File: config.mk
export PLATFORM = sky130hd
export DESIGN_NAME = code_partition_guard
export DESIGN_NICKNAME = d
export VERILOG_FILES = /design/src/rtl/cpg_pkg.sv /design/src/rtl/cpg_limit_reg.sv /design/src/rtl/cpg_region_cmp.sv /design/src/rtl/cpg_gate.sv /design/src/rtl/code_partition_guard.sv
export SDC_FILE = /design/constraint.sdc
export NUM_CORES = 1
export LEC_CHECK = 0
export BUFFER_PORTS_ARGS = -buffer_cell sky130_fd_sc_hd__buf_2
export CAP_MARGIN = 20
export CELL_PAD_IN_SITES_DETAIL_PLACEMENT = 2
export CELL_PAD_IN_SITES_GLOBAL_PLACEMENT = 2
export CORE_MARGIN = 2
export CORE_UTILIZATION = 18
export CTS_CLUSTER_DIAMETER = 50
export DETAILED_ROUTE_END_ITERATION = 12
export GPL_ROUTABILITY_DRIVEN = 0
export PLACE_DENSITY_LB_ADDON = 0.1
export SYNTH_ARGS = -nofsm -noshare
export SYNTH_HDL_FRONTEND = slang
export SYNTH_SLANG_ARGS = --single-unit
File: constraint.sdc
create_clock -name clk -period 3.1 [get_ports clk]
set_input_delay 0.155 -clock clk [delete_from_list [all_inputs] [get_ports clk]]
set_output_delay 0.155 -clock clk [all_outputs]
set_load 0.01 [all_outputs]
File: src/rtl/cpg_pkg.sv
package cpg_pkg;
  typedef struct packed {
    logic grant;
    logic deny;
  } cpg_verdict_t;
endpackage

File: src/rtl/cpg_limit_reg.sv
module cpg_limit_reg #(
  parameter int LIM_W = 8
) (
  input  logic             clk,
  input  logic             rst,
  input  logic             wr_en,
  input  logic [LIM_W-1:0] wr_data,
  output logic [LIM_W-1:0] limit,
  output logic             locked
);
  always_ff @(posedge clk) begin
    if (rst) begin
      limit  <= '0;
      locked <= 1'b0;
    end else if (wr_en && !locked) begin
      limit  <= wr_data;
      locked <= 1'b1;
    end
  end
endmodule

File: src/rtl/cpg_region_cmp.sv
module cpg_region_cmp #(
  parameter int ADDR_W = 17,
  parameter int LIM_W  = 8
) (
  input  logic [LIM_W-1:0]  limit,
  input  logic [ADDR_W-1:0] addr,
  output logic              is_low
);
  localparam int LOW_W = ADDR_W - LIM_W;
  logic [ADDR_W-1:0] boundary;
  always_comb begin
    boundary = {limit, {LOW_W{1'b0}}};
    is_low   = (addr < boundary);
  end
endmodule

File: src/rtl/cpg_gate.sv
module cpg_gate
  import cpg_pkg::*;
(
  input  logic         req,
  input  logic         src_low,
  input  logic         tgt_low,
  output cpg_verdict_t verdict
);
  logic blocked;
  always_comb begin
    blocked       = !src_low && tgt_low;
    verdict.grant = req && !blocked;
    verdict.deny  = req && blocked;
  end
endmodule

File: src/rtl/code_partition_guard.sv
module code_partition_guard
  import cpg_pkg::*;
#(
  parameter int ADDR_W = 17,
  parameter int LIM_W  = 8,
  parameter int DATA_W = 8,
  parameter logic [DATA_W-1:0] FILL = '1
) (
  input  logic              clk,
  input  logic              rst,
  input  logic              cfg_wr_en,
  input  logic [LIM_W-1:0]  cfg_wr_data,
  output logic [LIM_W-1:0]  cfg_rd_data,
  output logic              cfg_locked,
  input  logic [ADDR_W-1:0] pc,
  input  logic              fetch_req,
  output logic              fetch_grant,
  input  logic              rd_req,
  input  logic [ADDR_W-1:0] rd_addr,
  input  logic [DATA_W-1:0] rd_mem_data,
  output logic              rd_grant,
  output logic [DATA_W-1:0] rd_data,
  input  logic              pgm_req,
  input  logic              pgm_erase,
  input  logic [ADDR_W-1:0] pgm_addr,
  output logic              pgm_grant,
  output logic              violation
);
  localparam int NCMP = 3;  // 0: pc, 1: read target, 2: write/erase target

  logic [LIM_W-1:0] limit;
  logic [NCMP-1:0][ADDR_W-1:0] cmp_addr;
  logic [NCMP-1:0] cmp_low;
  cpg_verdict_t rd_v, pgm_v;
  logic viol_q;

  cpg_limit_reg #(.LIM_W(LIM_W)) u_limit (
    .clk(clk), .rst(rst), .wr_en(cfg_wr_en), .wr_data(cfg_wr_data),
    .limit(limit), .locked(cfg_locked)
  );

  assign cmp_addr[0] = pc;
  assign cmp_addr[1] = rd_addr;
  assign cmp_addr[2] = pgm_addr;

  for (genvar g = 0; g < NCMP; g++) begin : g_cmp
    cpg_region_cmp #(.ADDR_W(ADDR_W), .LIM_W(LIM_W)) u_cmp (
      .limit(limit), .addr(cmp_addr[g]), .is_low(cmp_low[g])
    );
  end

  cpg_gate u_rd_gate (
    .req(rd_req), .src_low(cmp_low[0]), .tgt_low(cmp_low[1]), .verdict(rd_v)
  );

  // Write and erase share one gate; the erase flag only selects the array operation downstream.
  logic pgm_kind_unused;
  assign pgm_kind_unused = pgm_erase;

  cpg_gate u_pgm_gate (
    .req(pgm_req), .src_low(cmp_low[0]), .tgt_low(cmp_low[2]), .verdict(pgm_v)
  );

  always_ff @(posedge clk) begin
    if (rst) viol_q <= 1'b0;
    else     viol_q <= rd_v.deny || pgm_v.deny;
  end

  always_comb begin
    cfg_rd_data = limit;
    fetch_grant = fetch_req;
    rd_grant    = rd_v.grant;
    rd_data     = rd_v.deny ? FILL : rd_mem_data;
    pgm_grant   = pgm_v.grant;
    violation   = viol_q;
  end
endmodule

# Yosys cells after proc, flatten, opt, wreduce, memory -nomap -nowiden
# Index checks and enable logic that the tools add are counted.
[totals]
register_bits = 10
wordCells = 19
input_bits = 74
output_inout_bits = 21
[classes]
muxes = 1
reduce_logical = 12
n_lt_le_gt_ge = 3
[op_table]
columns = ["op", "n"]
rows = [
  ["17-bit less-than comparator", 3],
  ["8-bit two-way mux", 1],
  ["1-bit logical AND", 7],
  ["1-bit logical NOT", 4],
  ["1-bit logical OR", 1],
]

# Logic depth before layout (Yosys ltp)
# Gate-level depths: netlist of run 1.
[depth]
depth_word = 5
ltp_mapped = 7
mapped_depth_nobuf = 6

# Modules after synthesis
# From an unflattened synthesis of run 1, not the netlist that was laid out.
[hier_totals]
cells_unflattened = 129
hier_area_um2 = 1063.5
[modules_own_cells]
columns = ["module", "cells_each", "area_each_um2", "instances", "seq_area_each_um2"]
rows = [
  ["cpg_region_cmp", 25, 176.4, 3, 0.0],
  ["cpg_limit_reg", 37, 411.6, 1, 180.2],
  ["code_partition_guard", 11, 87.6, 1, 20.0],
  ["cpg_gate", 3, 17.5, 2, 0.0],
]

# Worst setup path before layout of run 1
# OpenSTA, ideal clock, no wires.
[synth_timing]
kind = "flip-flop to output port"
start = "register u_limit.limit[2]"
end = "output port rd_data[0]"
n_path_buf = 0
path_slack_ns = 1.211
t_arrival_ns = 1.734
required_time_ns = 2.945
stages_incl_launch_ff = 7
path_cell_list = "dfxtp_1 > inv_1 > ha_1 > or3_1 > a21oi_1 > o311ai_4 > o21bai_1"
[synth_between]
elab_chain_len = 5
word_cells_on_any_way = 6
classes_between = "2 x order compare; 1 x mux; 3 x reduce/logical"
[synth_rtl]
columns = ["item", "line_no", "source"]
rows = [
  ["from (decl)", "cpg_limit_reg.sv:8", "output logic [LIM_W-1:0] limit,"],
  ["from (signal assigned)", "cpg_limit_reg.sv:16", "limit <= wr_data;"],
  ["17-bit less-than comparator", "cpg_region_cmp.sv:13", "is_low = (addr < boundary);"],
  ["1-bit logical NOT", "cpg_gate.sv:11", "blocked = !src_low && tgt_low;"],
  ["1-bit logical AND (*)", "cpg_gate.sv:11", ""],
  ["1-bit logical AND (*)", "cpg_gate.sv:13", "verdict.deny = req && blocked;"],
  ["8-bit two-way mux (*)", "code_partition_guard.sv:73", "rd_data = rd_v.deny ? FILL : rd_mem_data;"],
  ["to (decl)", "code_partition_guard.sv:22", "output logic [DATA_W-1:0] rd_data,"],
]
# Mark *: on every way between the ends. The rest lies on a longest branch, timed or not.

# Worst setup path after layout of run 1
[layout_timing]
start = "register u_limit.limit[2]"
end = "output port rd_data[2]"
# Same word-level chain as after synthesis.

==> flow_summary_export.csv, run 1 <==
group,metric,value,unit
run_status,outcome,"finished, final reports clean",
synth,synth_top_area_share,0.274,
clock_tree,cts-resized-gates,0,
clock_tree,cts_root_buffer,"clkbuf_8",
worst_setup_path,critPathLaunch,"u_limit.limit[2]$_SDFFE_PP0P_",
place,io_buffers,64,
clock_tree,clk_latency,0.24,ns
worst_setup_path,arrival,2.21,ns
synth,ys_ff_latch,10,
clock_tree,h-tree-depth,1,
routing,drt-total-wl,3510,µm
clock_tree,path_clk_slew,0.05,ns
synth,ys_types,28,
synth,ys_seq_area_frac,0.209,
sta,timing_hold_violations_final,0,
floorplan,num_io_pins,95,
routing,route.detailed.wl_per_inst,14.5,µm
synth,synth_nets,205,
pwr,clockPowerShare,0.303,
min_path,min_path_type,"input pin to flop",
worst_setup_path,critPathKind,"flop to output pin",
synth,synthTopCellsByArea,"ha_1 (27%), dfxtp_1 (21%), nor2_1 (7.4%), o21bai_1 (6.3%), a21oi_1 (5.2%)",
routing,num_vias,1061,
clock_tree,clockBufferDepth,2,
floorplan,die_w,77.0,µm
job,drv_cap,0,
global_routing,grt_max_degree,16,
layout,antenna_cells,0,
worst_setup_path,required,2.94,ns
sta,setup_viol,0,
sta,max_slew.worst_pin.slew,1.04,ns
worst_setup_path,reg2regPathDepth,6,
floorplan,rows,26,
pwr,p_leak,0.660,nW
place,post_dp_cell_area,0.00134,mm²
synth,syn_inst,110,
pwr,p_seq_frac,0.309,
layout,final_common_cell,"buf_2",
global_routing,grt_util_all_layers,0.122,
clock_tree,clock-sinks,10,
worst_setup_path,r2r-start,"u_limit.limit[2]$_SDFFE_PP0P_",
floorplan,core_area,0.00511,mm²
sta,slew_headroom,0.307,
pwr,p_switching,153,µW
worst_setup_path,end_kind,"output pin",
sta,min_period_over_period,0.763,
routing,drt_iter0_drc,5,
layout,drive_gt1_frac,0.419,
clock_tree,cts_tree,"yes",
pwr,p_int,304,µW
routing,vias_per_cell,4.38,
layout,design_area,0.00138,mm²
global_routing,antenna_found_initial,0,
worst_setup_path,rr_endpoint,"violation$_SDFF_PP0_",
floorplan,die_y,77.0,µm
global_routing,overflow,0,
worst_setup_path,path_max_fanout,9,
sta,finalClockSkew,0.00388,ns
min_path,hold_depth,3,
routing,drc,0,
sta,min_period,2.37,ns
pwr,p_per_area,331,mW/mm²
routing,dr.pass1.iters,3,
clock_tree,cts_made_buffers,3,
global_routing,grt_pass1_wl,5710,µm
sta,max_freq,423,MHz
synth,yosysTopAreaCell,"ha_1",
sta,slew_violations,0,
floorplan,start_util,0.188,
worst_setup_path,reg2reg_slack,1.16,ns
global_routing,grt_pass1_vias,1176,
sta,fin_setup_tns,0,ns
routing,ant_nets,0,
sta,grt_setup_unrepaired,"no",
synth,avgSynthCellArea,8.71,µm²
place,dp_hpwl,3100,µm
min_path,hold_start,"cfg_wr_en",
layout,fin_nets,269,
clock_tree,holdBufCountCts,0,
pwr,share_comb_of_total_power,0.387,
pwr,max-vdd-ir-drop,0.000154,V
layout,layout_common_cells,"buf_2 (64), ha_1 (21), nor2_1 (19)",
clock_tree,post-cts-setup-buffer-count,0,
synth,ys_warn_count,0,
worst_setup_path,endpoint,"rd_data[2]",
layout,syn_to_final_growth,44.1,%
worst_setup_path,startpoint_type,"flop",
floorplan,die_area,0.00592,mm²
synth,synth.cell_area,958,µm²
pwr,sw_frac_of_total,0.335,
[layout make-up]
| cell class | instances | area (µm²) |
|---|---|---|
| clock buffer | 3 | 41.3 |
| tap | 70 | 87.6 |
| timing repair buffer | 64 | 320 |
| inverter | 7 | 26.3 |
| fill | 618 | 3730 |
| sequential | 10 | 200 |
| multi-input combinational | 88 | 706 |
[power by group through the flow]
stage | logic [mW] | clock network, mW | registers [mW]
detailed placement | 0.183 | 0 | 0.144
global placement | 0.171 | 0 | 0.144
finish | 0.177 | 0.139 | 0.141
floorplan | 0.105 | 0 | 0.147
CTS | 0.184 | 0.143 | 0.142
global route | 0.204 | 0.151 | 0.143
[cell families (layout without fill, tap and decap cells)]
family | Yosys count | in the layout | synth area share
AO/OA/AOI/OAI | 38 | 38 | 0.315
adder cells (fa/ha/maj) | 21 | 21 | 0.274
flip-flops | 10 | 10 | 0.209
multiplexers | 1 | 1 | 0.0104
AND/OR/NAND/NOR | 28 | 28 | 0.137
buffers and inverters | 12 | 74 | 0.0548
[stage by stage]
| step | worst slack (ns) | std cells | hold WS [ns] | utilization | total power [mW] |
|---|---|---|---|---|---|
| 6_report | 0.734 | 242 | 0.134 | 0.270 | 0.457 |
| 5_1_grt | 0.492 | 242 | 0.154 | 0.270 | 0.497 |
| 4_1_cts | 0.672 | 242 | 0.138 | 0.270 | 0.469 |
| 3_5_place_dp | 0.934 | 239 | 0.310 | 0.262 | 0.327 |
| 3_3_place_gp | 1.03 | 239 | 0.310 | 0.262 | 0.315 |
| 2_1_floorplan | 1.21 | 110 | 0.271 | - | 0.252 |
[routing by layer]
metal / part of all wire / GRT usage
met4: 0.0043 / 0.0214
met1: 0.42 / 0.134
met5: 0 / 0
met2: 0.52 / 0.230
met3: 0.056 / 0.0400
[worst max-delay path, cell delays in order (launching register included)]
cell and delay, ns:
dfxtp_1 0.32, inv_1 0.09, ha_1 0.31, or3_1 0.36, a21oi_1 0.34, o311ai_4 0.22
o21bai_1 0.18, buf_2 0.16
[worst min-delay path by stage]
stage	to	slack (ns)
6_report	u_limit.locked$_SDFFE_PP0P_	0.13
3_3_place_gp	fetch_grant	0.31
4_1_cts	u_limit.locked$_SDFFE_PP0P_	0.14
3_5_place_dp	fetch_grant	0.31
5_1_grt	u_limit.locked$_SDFFE_PP0P_	0.15
2_1_floorplan	u_limit.locked$_SDFFE_PP0P_	0.27
[synthesized netlist by cell type]
master,n
a211o_1,2
mux2i_1,1
a2111oi_0,1
nor2b_1,1
o21a_1,5
clkbuf_1,3
o31ai_1,2
a41o_1,1
nor2_1,19
nand3_1,1
o21bai_1,8
a21oi_4,1
a21o_1,2
inv_1,7
a211oi_2,1
or4_4,1
o311ai_4,1
a21oi_2,1
or3_1,1
nand4_1,2
o31a_1,1
a31oi_1,1
nand2b_1,3
a21oi_1,10
o311ai_0,1
ha_1,21
dfxtp_1,10
buf_4,2
[sequential cells by signal, summed over array words and instances, names as in the netlist]
register,count
u_limit.limit,8
u_limit.locked,1
violation,1
(Power assumes the default switching activity.)
==> inputs of run 2 (changes only) <==
CORE_UTILIZATION = 15   (was 18)
clock period = 2 ns   (was 3.1 ns; I/O delays follow)
==> run 2 against run 1 <==
Compared with the run above:
- the flow now finishes with violations (negative setup slack)
- clock skew shrank 0.00056 ns
- global-route usage shrank 0.78 points
- sequential share of layout area shrank 2.2 points
- die area grew 19%
- sequential cell count is the same
- total power grew 75%
- utilization shrank 0.36 points
- critical path depth grew 2
- sequential power grew 57%
- largest power group unchanged
==> flow_summary_export.csv, run 2 (synthesized netlist as in run 1, its figures left out) <==
group,metric,value,unit
run_status,outcome,"complete, but fails checks",
run_status,violations,"negative setup slack",
pwr,p_seq_frac,0.276,
pwr,p_int,531,µW
layout,layout_common_cells,"buf_2 (64), nor2_1 (19), ha_1 (13)",
worst_setup_path,end_kind,"output pin",
sta,slew_violations,0,
clock_tree,cts_root_buffer,"clkbuf_8",
layout,regMostFlops,"u_limit.limit",
clock_tree,h-tree-depth,1,
pwr,p_leak,0.744,nW
sta,max_freq,472,MHz
layout,largest_reg_flops,8,
global_routing,grt_pass1_wl,6510,µm
routing,dr.pass1.iters,2,
place,io_buffers,64,
layout,antenna_cells,0,
worst_setup_path,required,1.90,ns
global_routing,grt_max_degree,16,
worst_setup_path,path_max_fanout,11,
clock_tree,path_clk_slew,0.05,ns
layout,drive_gt1_frac,0.586,
routing,ant_nets,0,
place,dpl_worst_slack,-0.114,ns
sta,finalClockSkew,0.00332,ns
clock_tree,clock-sinks,10,
min_path,min_path_type,"input pin to flop",
floorplan,core_area,0.00628,mm²
worst_setup_path,rr_endpoint,"violation$_SDFF_PP0_",
worst_setup_path,critPathKind,"flop to output pin",
layout,syn_to_final_growth,74.8,%
sta,fin_setup_tns,-0.786,ns
clock_tree,cts_tree,"yes",
worst_setup_path,reg2regPathDepth,7,
pwr,max-vdd-ir-drop,0.000377,V
worst_setup_path,r2r-start,"u_limit.limit[4]$_SDFFE_PP0P_",
worst_setup_path,startpoint_type,"flop",
sta,hold_slack,0.0965,ns
clock_tree,holdBufCountCts,0,
floorplan,die_area,0.00705,mm²
pwr,p_switching,269,µW
sta,max_slew.worst_pin.slew,0.407,ns
global_routing,overflow,0,
floorplan,num_io_pins,95,
routing,drc,0,
worst_setup_path,reg2reg_slack,0.15,ns
floorplan,die_w,83.9,µm
global_routing,grt_util_all_layers,0.114,
sta,finalWorstSetupSlack,-0.117,ns
sta,min_period,2.12,ns
job,drv_cap,0,
floorplan,start_util,0.153,
worst_setup_path,endpoint,"rd_data[0]",
worst_setup_path,arrival,2.02,ns
pwr,share_comb_of_total_power,0.462,
floorplan,die_y,83.9,µm
clock_tree,clk_latency,0.23,ns
pwr,clockPowerShare,0.262,
sta,slew_headroom,0.725,
routing,drt_iter0_drc,2,
clock_tree,clockBufferDepth,2,
layout,fin_nets,283,
routing,vias_per_cell,4.33,
place,dp_hpwl,3200,µm
sta,timing_hold_violations_final,0,
sta,setup_viol,10,
pwr,p_per_area,477,mW/mm²
pwr,sw_frac_of_total,0.336,
global_routing,grt_pass1_vias,1317,
layout,final_common_cell,"buf_2",
worst_setup_path,critPathLaunch,"u_limit.limit[2]$_SDFFE_PP0P_",
pwr,total_power,800,µW
clock_tree,cts_made_buffers,3,
floorplan,rows,29,
routing,num_vias,1138,
routing,route.detailed.wl_per_inst,14.8,µm
sta,grt_setup_unrepaired,"yes",
routing,drt-total-wl,3900,µm
sta,min_period_over_period,1.06,
global_routing,antenna_found_initial,0,
## run 2: power groups by stage
stage,sequential (mW),clock [mW],combinational [mW]
6_report,0.221,0.210,0.369
5_1_grt,0.222,0.235,0.413
4_1_cts,0.221,0.223,0.358
3_5_place_dp,0.223,0,0.304
3_3_place_gp,0.221,0,0.291
2_1_floorplan,0.228,0,0.163
## run 2: repair_timing
action                                  4_1_cts  5_1_grt
gates resized for setup                      25        8
buffers inserted                              7        1
pin swaps                                     6        3
endpoints found under the setup margin       10       10
cloned                                        1        0
## run 2: metal layers
layer,GRT usage,vias up,wire [µm]
li1,-,559,-
met1,0.132,532,1660
met2,0.209,45,1930
met3,0.0336,2,283
met4,0.0220,0,21
met5,0,-,0
## run 2: final cells by class
| cell class | count | area (µm²) |
|---|---|---|
| fillers | 750 | 4600 |
| multi-input cells | 89 | 867 |
| repair buffers | 77 | 434 |
| flip-flops and latches | 10 | 205 |
| well taps | 77 | 96.3 |
| clock buffers | 3 | 41.3 |
| inverters | 7 | 31.3 |
## run 2: through the flow
step,cell area (µm²),cells,utilization
after floorplan,958,110,-
after global placement,1400,251,0.223
after detailed placement,1400,251,0.223
after CTS,1620,262,0.257
after global routing,1680,263,0.267
final,1680,263,0.267
## run 2: how the worst min path moves through the flow
stage	start	end	slack (ns)	depth (start not counted)
global placement	fetch_req	fetch_grant	0.20	0
floorplan	cfg_wr_en	u_limit.locked$_SDFFE_PP0P_	0.22	2
detailed placement	fetch_req	fetch_grant	0.20	0
finish	cfg_wr_en	u_limit.locked$_SDFFE_PP0P_	0.1	3
CTS	cfg_wr_data[7]	u_limit.limit[7]$_SDFFE_PP0P_	0.09	3
global route	cfg_wr_data[3]	u_limit.limit[3]$_SDFFE_PP0P_	0.10	3
## run 2: critical path, cell delays in order, from the launching register on
cell	delay [ns]
dfxtp_2	0.33
inv_2	0.05
buf_4	0.14
ha_2	0.30
o21a_1	0.10
nor2_1	0.04
o31a_1	0.31
buf_12	0.15
o21bai_1	0.18
buf_2	0.16
